### src/rtl/serialAdcPkg.sv
package serialAdcPkg;

  localparam logic [1:0] OP_CONVERT = 2'd0;
  localparam logic [1:0] OP_SLEEP   = 2'd1;
  localparam logic [1:0] OP_WAKE    = 2'd2;
  localparam logic [1:0] OP_RSVD    = 2'd3;

  typedef enum logic [1:0] {
    PWR_ON      = 2'd0,
    PWR_PARTIAL = 2'd1,
    PWR_FULL    = 2'd2
  } pwrState_e;

  typedef enum logic [1:0] {
    K_CONV  = 2'd0,
    K_WAKE  = 2'd1,
    K_SHORT = 2'd2
  } frameKind_e;

  typedef enum logic [2:0] {
    ST_IDLE = 3'd0,
    ST_LEAD = 3'd1,
    ST_HI   = 3'd2,
    ST_LO   = 3'd3,
    ST_GAP  = 3'd4
  } seqState_e;

  typedef struct packed {
    logic run;
    logic frameStart;
    logic sclkRise;
    logic sclkFall;
    logic strobeLow;
    logic strobeHigh;
    logic sample;
    logic publish;
  } sadcCtl_t;

endpackage

### src/rtl/sadcDatapath.sv
module sadcDatapath
  import serialAdcPkg::*;
#(
  parameter int DIV_W       = 8,
  parameter int FRAME_EDGES = 16,
  parameter int LEAD_ZEROS  = 3,
  parameter int RES_W       = 12,
  parameter int OUT_W       = 16,
  localparam int EW         = $clog2(FRAME_EDGES + 1)
) (
  input  logic             clk,
  input  logic             rstN,
  input  sadcCtl_t         ctl,
  input  logic [DIV_W-1:0] divRatio,
  input  logic             twosComp,
  input  logic             serIn,
  output logic             tick,
  output logic [EW-1:0]    edgeCnt,
  output logic             sclk,
  output logic             convN,
  output logic             resultValid,
  output logic [OUT_W-1:0] resultData
);

  localparam int FIRST_BIT = LEAD_ZEROS + 1;
  localparam int LAST_BIT  = LEAD_ZEROS + RES_W;

  logic [DIV_W-1:0] divCnt;
  logic [RES_W-1:0] shiftReg;
  logic             inWindow;

  assign tick     = ctl.run && (divCnt == '0);
  assign inWindow = (edgeCnt >= EW'(FIRST_BIT)) && (edgeCnt <= EW'(LAST_BIT));

  always_ff @(posedge clk or negedge rstN) begin
    if (!rstN) begin
      divCnt <= '0;
    end else if (!ctl.run) begin
      divCnt <= divRatio;
    end else if (divCnt == '0) begin
      divCnt <= divRatio;
    end else begin
      divCnt <= divCnt - 1'b1;
    end
  end

  always_ff @(posedge clk or negedge rstN) begin
    if (!rstN) begin
      edgeCnt <= '0;
    end else if (ctl.frameStart) begin
      edgeCnt <= '0;
    end else if (ctl.sclkRise) begin
      edgeCnt <= edgeCnt + 1'b1;
    end
  end

  always_ff @(posedge clk or negedge rstN) begin
    if (!rstN) begin
      sclk  <= 1'b0;
      convN <= 1'b1;
    end else begin
      if (ctl.sclkRise)        sclk  <= 1'b1;
      else if (ctl.sclkFall)   sclk  <= 1'b0;
      if (ctl.strobeLow)       convN <= 1'b0;
      else if (ctl.strobeHigh) convN <= 1'b1;
    end
  end

  always_ff @(posedge clk or negedge rstN) begin
    if (!rstN) begin
      shiftReg <= '0;
    end else if (ctl.sample && inWindow) begin
      shiftReg <= {shiftReg[RES_W-2:0], serIn};
    end
  end

  always_ff @(posedge clk or negedge rstN) begin
    if (!rstN) begin
      resultValid <= 1'b0;
      resultData  <= '0;
    end else begin
      resultValid <= ctl.publish;
      if (ctl.publish) begin
        if (twosComp) resultData <= {{(OUT_W-RES_W){shiftReg[RES_W-1]}}, shiftReg};
        else          resultData <= {{(OUT_W-RES_W){1'b0}}, shiftReg};
      end
    end
  end

  assert_valid_pulse_R5: assert property (@(posedge clk) disable iff (!rstN)
    resultValid |=> !resultValid);

  assert_edge_bound_R1: assert property (@(posedge clk) disable iff (!rstN)
    edgeCnt <= EW'(FRAME_EDGES));

  assert_sclk_steady_R2: assert property (@(posedge clk) disable iff (!rstN)
    (ctl.run && !tick) |=> $stable(sclk));

endmodule

### src/rtl/sadcControl.sv
module sadcControl
  import serialAdcPkg::*;
#(
  parameter int FRAME_EDGES = 16,
  parameter int SHORT_EDGES = 4,
  localparam int EW         = $clog2(FRAME_EDGES + 1)
) (
  input  logic          clk,
  input  logic          rstN,
  input  logic          cmdValid,
  input  logic [1:0]    cmdOp,
  input  logic          contEn,
  input  logic          tick,
  input  logic [EW-1:0] edgeCnt,
  output sadcCtl_t      ctl,
  output logic          busy,
  output logic [1:0]    pwrState
);

  seqState_e  state, nState;
  frameKind_e kind, nKind;
  pwrState_e  pwr, nPwr;
  logic       pend, nPend;

  always_comb begin
    ctl     = '0;
    nState  = state;
    nKind   = kind;
    nPend   = pend;
    nPwr    = pwr;
    ctl.run = (state != ST_IDLE);
    case (state)
      ST_IDLE: begin
        if (cmdValid && cmdOp != OP_RSVD) begin
          ctl.frameStart = 1'b1;
          ctl.strobeLow  = 1'b1;
          nState         = ST_LEAD;
          nPend          = 1'b0;
          if (cmdOp == OP_SLEEP)     nKind = K_SHORT;
          else if (cmdOp == OP_WAKE) nKind = K_WAKE;
          else if (pwr != PWR_ON) begin
            nKind = K_WAKE;
            nPend = 1'b1;
          end else                   nKind = K_CONV;
        end
      end
      ST_LEAD: begin
        if (tick) begin
          ctl.sclkRise = 1'b1;
          nState       = ST_HI;
        end
      end
      ST_HI: begin
        if (tick) begin
          ctl.sclkFall = 1'b1;
          ctl.sample   = 1'b1;
          if (kind == K_CONV && contEn && edgeCnt == EW'(FRAME_EDGES - 1))
            ctl.strobeHigh = 1'b1;
          nState = ST_LO;
        end
      end
      ST_LO: begin
        if (tick) begin
          if (kind == K_SHORT && edgeCnt == EW'(SHORT_EDGES)) begin
            ctl.strobeHigh = 1'b1;
            nPwr           = (pwr == PWR_ON) ? PWR_PARTIAL : PWR_FULL;
            nState         = ST_GAP;
          end else if (edgeCnt == EW'(FRAME_EDGES)) begin
            ctl.strobeHigh = 1'b1;
            ctl.publish    = (kind == K_CONV);
            nPwr           = PWR_ON;
            nState         = ST_GAP;
          end else begin
            ctl.sclkRise = 1'b1;
            nState       = ST_HI;
          end
        end
      end
      ST_GAP: begin
        if (tick) begin
          if (pend || (kind == K_CONV && contEn)) begin
            ctl.frameStart = 1'b1;
            ctl.strobeLow  = 1'b1;
            nKind          = K_CONV;
            nPend          = 1'b0;
            nState         = ST_LEAD;
          end else begin
            nState = ST_IDLE;
          end
        end
      end
      default: nState = ST_IDLE;
    endcase
  end

  always_ff @(posedge clk or negedge rstN) begin
    if (!rstN) begin
      state <= ST_IDLE;
      kind  <= K_CONV;
      pwr   <= PWR_ON;
      pend  <= 1'b0;
    end else begin
      state <= nState;
      kind  <= nKind;
      pwr   <= nPwr;
      pend  <= nPend;
    end
  end

  assign busy     = (state != ST_IDLE);
  assign pwrState = pwr;

  assert_full_from_partial_R7: assert property (@(posedge clk) disable iff (!rstN)
    (pwr == PWR_FULL && $past(pwr) != PWR_FULL) |-> $past(pwr) == PWR_PARTIAL);

  assert_ignore_when_busy_R11: assert property (@(posedge clk) disable iff (!rstN)
    (busy && cmdValid && !tick) |=> (state == $past(state) && kind == $past(kind)));

endmodule

### src/rtl/serialAdcHost.sv
module serialAdcHost
  import serialAdcPkg::*;
#(
  parameter int DIV_W       = 8,
  parameter int FRAME_EDGES = 16,
  parameter int SHORT_EDGES = 4,
  parameter int LEAD_ZEROS  = 3,
  parameter int RES_W       = 12,
  parameter int OUT_W       = 16,
  localparam int EW         = $clog2(FRAME_EDGES + 1)
) (
  input  logic             clk,
  input  logic             rstN,
  input  logic             cmdValid,
  input  logic [1:0]       cmdOp,
  input  logic             contEn,
  input  logic             twosComp,
  input  logic [DIV_W-1:0] divRatio,
  input  logic             serIn,
  output logic             sclk,
  output logic             convN,
  output logic             cmdReady,
  output logic             busy,
  output logic [1:0]       pwrState,
  output logic             resultValid,
  output logic [OUT_W-1:0] resultData
);

  sadcCtl_t      ctl;
  logic          tick;
  logic [EW-1:0] edgeCnt;

  sadcControl #(
    .FRAME_EDGES(FRAME_EDGES),
    .SHORT_EDGES(SHORT_EDGES)
  ) u_control (
    .clk      (clk),
    .rstN     (rstN),
    .cmdValid (cmdValid),
    .cmdOp    (cmdOp),
    .contEn   (contEn),
    .tick     (tick),
    .edgeCnt  (edgeCnt),
    .ctl      (ctl),
    .busy     (busy),
    .pwrState (pwrState)
  );

  sadcDatapath #(
    .DIV_W      (DIV_W),
    .FRAME_EDGES(FRAME_EDGES),
    .LEAD_ZEROS (LEAD_ZEROS),
    .RES_W      (RES_W),
    .OUT_W      (OUT_W)
  ) u_datapath (
    .clk         (clk),
    .rstN        (rstN),
    .ctl         (ctl),
    .divRatio    (divRatio),
    .twosComp    (twosComp),
    .serIn       (serIn),
    .tick        (tick),
    .edgeCnt     (edgeCnt),
    .sclk        (sclk),
    .convN       (convN),
    .resultValid (resultValid),
    .resultData  (resultData)
  );

  assign cmdReady = !busy;

  assert_idle_quiet_R2: assert property (@(posedge clk) disable iff (!rstN)
    !busy |-> (!sclk && convN));

  assert_strobe_fall_R1: assert property (@(posedge clk) disable iff (!rstN)
    $fell(convN) |-> !sclk);

endmodule

### config.mk
export PLATFORM = sky130hd
export DESIGN_NAME = serialAdcHost
export DESIGN_NICKNAME = d
export VERILOG_FILES = /design/src/rtl/serialAdcPkg.sv /design/src/rtl/sadcDatapath.sv /design/src/rtl/sadcControl.sv /design/src/rtl/serialAdcHost.sv
export SDC_FILE = /design/constraint.sdc
export NUM_CORES = 1
export LEC_CHECK = 0
export BUFFER_PORTS_ARGS = -buffer_cell sky130_fd_sc_hd__buf_2
export CAP_MARGIN = 20
export CORE_ASPECT_RATIO = 0.5
export CORE_MARGIN = 8
export CORE_UTILIZATION = 29
export DETAILED_ROUTE_END_ITERATION = 16
export PLACE_DENSITY = 0.46
export REMOVE_ABC_BUFFERS = 1
export SLEW_MARGIN = 30
export SYNTH_ARGS = -nofsm -noshare
export SYNTH_HDL_FRONTEND = slang
export SYNTH_SLANG_ARGS = --single-unit
export TNS_END_PERCENT = 10
### constraint.sdc
create_clock -name clk -period 3.5 [get_ports clk]
set_clock_uncertainty 0.05 [all_clocks]
set_input_delay 0.35 -clock clk [delete_from_list [all_inputs] [get_ports clk]]
set_output_delay 0.35 -clock clk [all_outputs]
set_load 0.05 [all_outputs]
Word level (Yosys, flattened, before mapping) --
Cells that the tools add are included.
Word-level totals: bits in registers 52, latch bits 0, RAM bits 0, bits in read-only memories 0, output and inout port bits 23, word-level logic and storage cells 111, memories 0
Operators by class: add/sub/neg operators 2, multiply operators 0, divide/modulo/power cells 0, $lt $le $gt $ge 2, equality and inequality tests 17, shift-type cells 0, muxes and demuxes 56, bitwise operators 0, reduce and logical (&&, ||, !) cells 23
Operators with widths (number):
- two-way mux 1 bit | 30
- two-way mux 3 bit | 7
- two-way mux 16 bit | 1
- two-way mux 2 bit | 8
- two-way mux 8 bit | 2
- one-hot mux 3 bit (5 select lines) | 1
- nonzero test 2 bit | 6
- two-way mux 5 bit | 2
- != test 2 bit, second input constant | 5
- zero test 8 bit | 1
- one-hot mux 1 bit (2 select lines) | 4
- subtractor 8 x 1 -> 8 bit, second input constant | 1
- logical AND 1 bit | 7
- == test 3 x 2 -> 1 bit, second input constant | 2
- adder 5 x 1 -> 5 bit, second input constant | 1
- == test 5 x 3 -> 1 bit, second input constant | 1
- == test 5 x 4 -> 1 bit, second input constant | 1
- == test 5 bit, second input constant | 1
- >= comparator 5 x 3 -> 1 bit, second input constant | 1
- <= comparator 5 x 4 -> 1 bit, second input constant | 1
- AND reduction 5 bit | 1
- == test 2 bit, second input constant | 2
- zero test 2 bit | 2
- != test 2 x 1 -> 1 bit, second input constant | 2
- other kinds (10) | 10

Logic depth before layout (Yosys ltp) --
depth in word-level cells 8, mapped depth 8, depth with buffers taken out 6

By module --
Synthesis repeated with hierarchy kept, for this count alone.
Second synthesis, totals: cells, all modules 205, area, all modules 2401.1 µm²
By module, submodules not included:
- sadcDatapath | instances 1, cells each 140, area an instance 1798.0 µm²
- sadcControl | instances 1, cells each 64, area an instance 599.3 µm²
- serialAdcHost | instances 1, cells each 1, area an instance 3.8 µm²

Worst setup path after synthesis --
OpenSTA, ideal clock, no wires.
kind register -> register, start point register u_datapath.divCnt[3], end point register u_datapath.shiftReg[10], setup time 125 ps, data arrival time 2185 ps, data required time 3325 ps, path slack 1140 ps, stages on the path, launching flop included 7, path buffers 2, clock period less this slack 2360 ps, cells stage by stage dfrtp_1 > or4_4 > or3_1 > buf_6 > nor3_4 > buf_6 > mux2_2
Between the ends: cells in the longest elaborated chain, start to end 5
Ends and longest elaborated chain:
- from (decl) | line sadcDatapath.sv:28 | logic [DIV_W-1:0] divCnt;
- from (signal assigned) | line sadcDatapath.sv:39 | divCnt <= divRatio;
- from (signal assigned) | line sadcDatapath.sv:41 | divCnt <= divRatio;
- from (signal assigned) | line sadcDatapath.sv:43 | divCnt <= divCnt - 1'b1;
- zero test 8 bit | line sadcDatapath.sv:32 | assign tick = ctl.run && (divCnt == '0);
- logical AND 1 bit | line sadcDatapath.sv:32
- two-way mux 2 bit | line sadcControl.sv:54 | if (tick) begin
- two-way mux 1 bit | line sadcControl.sv:32 | case (state)
- logical AND 1 bit | line sadcDatapath.sv:72 | end else if (ctl.sample && inWindow) begin
- to (signal assigned) | line sadcDatapath.sv:73 | shiftReg <= {shiftReg[RES_W-2:0], serIn};
- to (decl) | line sadcDatapath.sv:29 | logic [RES_W-1:0] shiftReg;
No other way between the ends. A chain may end at the register's enable or synchronous reset.

Worst setup path after layout --
start point register u_datapath.divCnt[3], end point register u_datapath.shiftReg[6]
The elaborated chain is that of the path after synthesis.

==> impl_metrics.env <==
export IMPL_switching_power_mw=0.2407
export IMPL_clkSinkCount=49
export IMPL_diodes=0
export IMPL_slew_headroom_pct=47.99
export IMPL_place_area_um2=2641
export IMPL_synth_edf_count=0
export IMPL_pwr_share_seq_pct=52.2
export IMPL_crit_required_ns=3.63
export IMPL_ctsHoldBuffers=0
export IMPL_setup_violations_final=0
export IMPL_num_vias=1630
export IMPL_yosysSeqAreaShare_pct=52.07
export IMPL_endpoint_kind="flip-flop"
export IMPL_fin_setup_tns_ns=0
export IMPL_drt_first_pass_iters=4
export IMPL_grt_pass1_wl_um=8314
export IMPL_start_util_pct=29.68
export IMPL_tritoncts="done"
export IMPL_io_pins=39
export IMPL_synthSimpleGateAreaFrac_pct=16.67
export IMPL_antenna_left=0
export IMPL_fin_crit_sh_pct=75.35
export IMPL_htreeDepth=2
export IMPL_port_buffers=38
export IMPL_synth_fa_ha_area_share_pct=2.654
export IMPL_grt_antenna_before_repair=0
export IMPL_drive_gt1_share_pct=36.89
export IMPL_p_clk_share_pct=45.6
export IMPL_finalWirelength_um=4896
export IMPL_hp_class="in -> async"
export IMPL_combPwrFrac_pct=2.2
export IMPL_synth_area_um2=2357
export IMPL_report_power_total_mw=1.084
export IMPL_p_leak_nw=1.348
export IMPL_cts_buffers=5
export IMPL_dp_hpwl_um=3575
export IMPL_areaGrowthSynthToFinish_pct=18.58
export IMPL_p_per_area_nw_per_um2=387.9
export IMPL_drtIter0Drc=63
export IMPL_grt_max_degree=35
export IMPL_nNetsFinal=264
export IMPL_avgSynthCellArea_um2=11.56
export IMPL_cp_max_fo=12
export IMPL_gp_congestion=0.7598
export IMPL_cp_start_kind="flip-flop"
export IMPL_holdWs_ns=0.08366
export IMPL_synth_seq_cells=49
export IMPL_ys_types=45
export IMPL_ys_warn_count=0
export IMPL_fp_dieW_um=143.5
export IMPL_clock_path_buffers=2
export IMPL_clock_root_buffer="clkbuf_16"
export IMPL_clock_latency_ns=0.29
export IMPL_synthArstFlopShare_pct=100.0
export IMPL_synth_cells=204
export IMPL_gr_usage_all_layers_pct=9.284
export IMPL_grt_pass1_vias=1660
export IMPL_final_cells=356
export IMPL_fp_dieH_um=79.75
export IMPL_synth_xor_area_share_pct=2.601
export IMPL_synth_compound_area_share_pct=8.493
export IMPL_dieArea_um2=11440
export IMPL_placedCellCount=348
export IMPL_viasPerCell=4.579
export IMPL_core_um2=7943
export IMPL_synth_ff_type="dfrtp_1"
export IMPL_path_clk_slew_ns=0.07
export IMPL_cts_resized=0
export IMPL_p_int_mw=0.8435
export IMPL_finalInstanceArea_um2=2795
export IMPL_avgRoutedWirePerCell_um=13.75
export IMPL_crit_arrival_ns=2.77
export IMPL_drv_slew=0
export IMPL_cts_setup_buffers=0
export IMPL_fin_crit_ns=2.637
export IMPL_muxShareOfSynthArea_pct=13.80
export IMPL_max_freq_mhz=379.2
export IMPL_outcome="finished clean"
export IMPL_drv_cap=0
export IMPL_drc_errors=0
export IMPL_hold_violations=0
export IMPL_path_class="reg -> reg"
export IMPL_worst_pin_slew_ns=0.7801
export IMPL_ir_drop_v=0.0001975
export IMPL_rsz0062_at_grt="false"
export IMPL_rows=23
export IMPL_overflow=0
export IMPL_sw_frac_of_total_pct=22.20
export IMPL_synth_top_family_by_area="simple AND/OR/NAND/NOR gates"
-- per-layer routing --
metal | share of wire, % | routed length, um | GRT usage (%) | vias to the layer above
met5 | 0 | 0 | 0 | -
met3 | 5.3 | 261 | 3.162 | 4
met1 | 48 | 2359 | 11.89 | 797
li1 | - | - | - | 804
met2 | 45 | 2227 | 14.60 | 25
met4 | 0.98 | 48 | 2.810 | 0
-- logic make-up after synthesis --
family                     after synthesis
and+or+nand+nor                         64
DFF                                     49
AOI/OAI and AO/OA                       34
muxes                                   29
buffers and inverters                   16
xor gates and xnor gates                 7
adders and majority gates                5
-- power groups by stage --
stage / Sequential, mW / Clock, mW / Combinational (mW)
6_report: 0.566 / 0.494 / 0.0244
5_1_grt: 0.566 / 0.542 / 0.0287
4_1_cts: 0.566 / 0.513 / 0.0256
3_5_place_dp: 0.577 / 0 / 0.0255
3_3_place_gp: 0.577 / 0 / 0.0249
2_1_floorplan: 0.577 / 0 / 0.00332
-- worst max-delay path, cell delays in order (launching register included) --
cell and delay [ns]:
dfrtp_1 0.42, or4_4 0.60, or3_1 0.49, nor3_4 0.55
mux2_2 0.40
-- final timing paths --
check | from | to | depth (start not counted) | slack, ns
worst max register to register | u_datapath.divCnt[3] | u_datapath.shiftReg[6] | 4 | 0.86
worst min-delay path | rstN | u_control.pwrState[1] | 1 | 0.08
min in group clk | divRatio[5] | u_datapath.divCnt[5] | 3 | 0.21
max in group asynchronous | rstN | u_datapath.resultData[6] | 2 | 2.59
worst min register to register | u_datapath.convN | u_datapath.convN | 2 | 0.41
worst max-delay path | u_datapath.divCnt[3] | u_datapath.shiftReg[6] | 4 | 0.86
-- cell usage after synthesis, drive strengths merged, types with 4 or more instances --
| master | number | area share, % |
|---|---|---|
| o21ai | 18 | 4.0 |
| nand2 | 19 | 3.0 |
| nand2b | 4 | 1.1 |
| nor3b | 6 | 1.9 |
| nand3 | 4 | 0.85 |
| xnor2 | 4 | 1.5 |
| mux2 | 28 | 13 |
| nor3 | 6 | 2.2 |
| a21oi | 5 | 1.1 |
| or3 | 4 | 1.1 |
| ha | 5 | 2.7 |
| dfrtp | 48 | 51 |
| inv | 9 | 1.4 |
| buf | 6 | 2.1 |
-- layout by cell type (no fill, tap or decap), drive strengths merged, types with 2 or more instances in the layout --
cell / netlist / routed
nand2b: 4 / 4
xnor2: 4 / 4
nor3b: 6 / 6
or2: 2 / 2
buf: 6 / 39
mux2: 28 / 28
nand2: 19 / 19
ha: 5 / 5
clkbuf: 1 / 5
nor4: 2 / 2
a21oi: 5 / 5
dfrtp: 48 / 48
inv: 9 / 10
xor2: 3 / 3
nand3: 4 / 4
nor2: 3 / 3
or3: 4 / 4
and3: 3 / 3
o21ai: 18 / 18
o22ai: 3 / 3
or4b: 2 / 2
or3b: 2 / 2
nor3: 6 / 6
o211ai: 2 / 2
-- area by class of cell --
class                      count  area [um^2]
inverter                       9        33.78
clock inverter                 3        25.02
clock buffer                   5        125.1
sequential                    49         1227
tap                          112        140.1
timing repair buffer          39        197.7
multi-input combinational    139         1046
fill                         811         5147
-- registers in the layout, summed over array words and instances (netlist names) --
signal                  flops
u_control.kind              2
u_control.pend              1
u_control.pwrState          2
u_control.state             3
u_datapath.convN            1
u_datapath.divCnt           8
u_datapath.edgeCnt          5
u_datapath.resultData      13
u_datapath.resultValid      1
u_datapath.sclk             1
u_datapath.shiftReg        12
-- metrics by stage --
step	utilization (%)	worst slack, ns
finish	35.19	0.8626
global route	35.19	0.7290
CTS	35.14	0.8424
detailed placement	33.25	0.8532
global placement	33.25	0.8876
floorplan	-	1.065
Power figures use the tool's default switching activity.
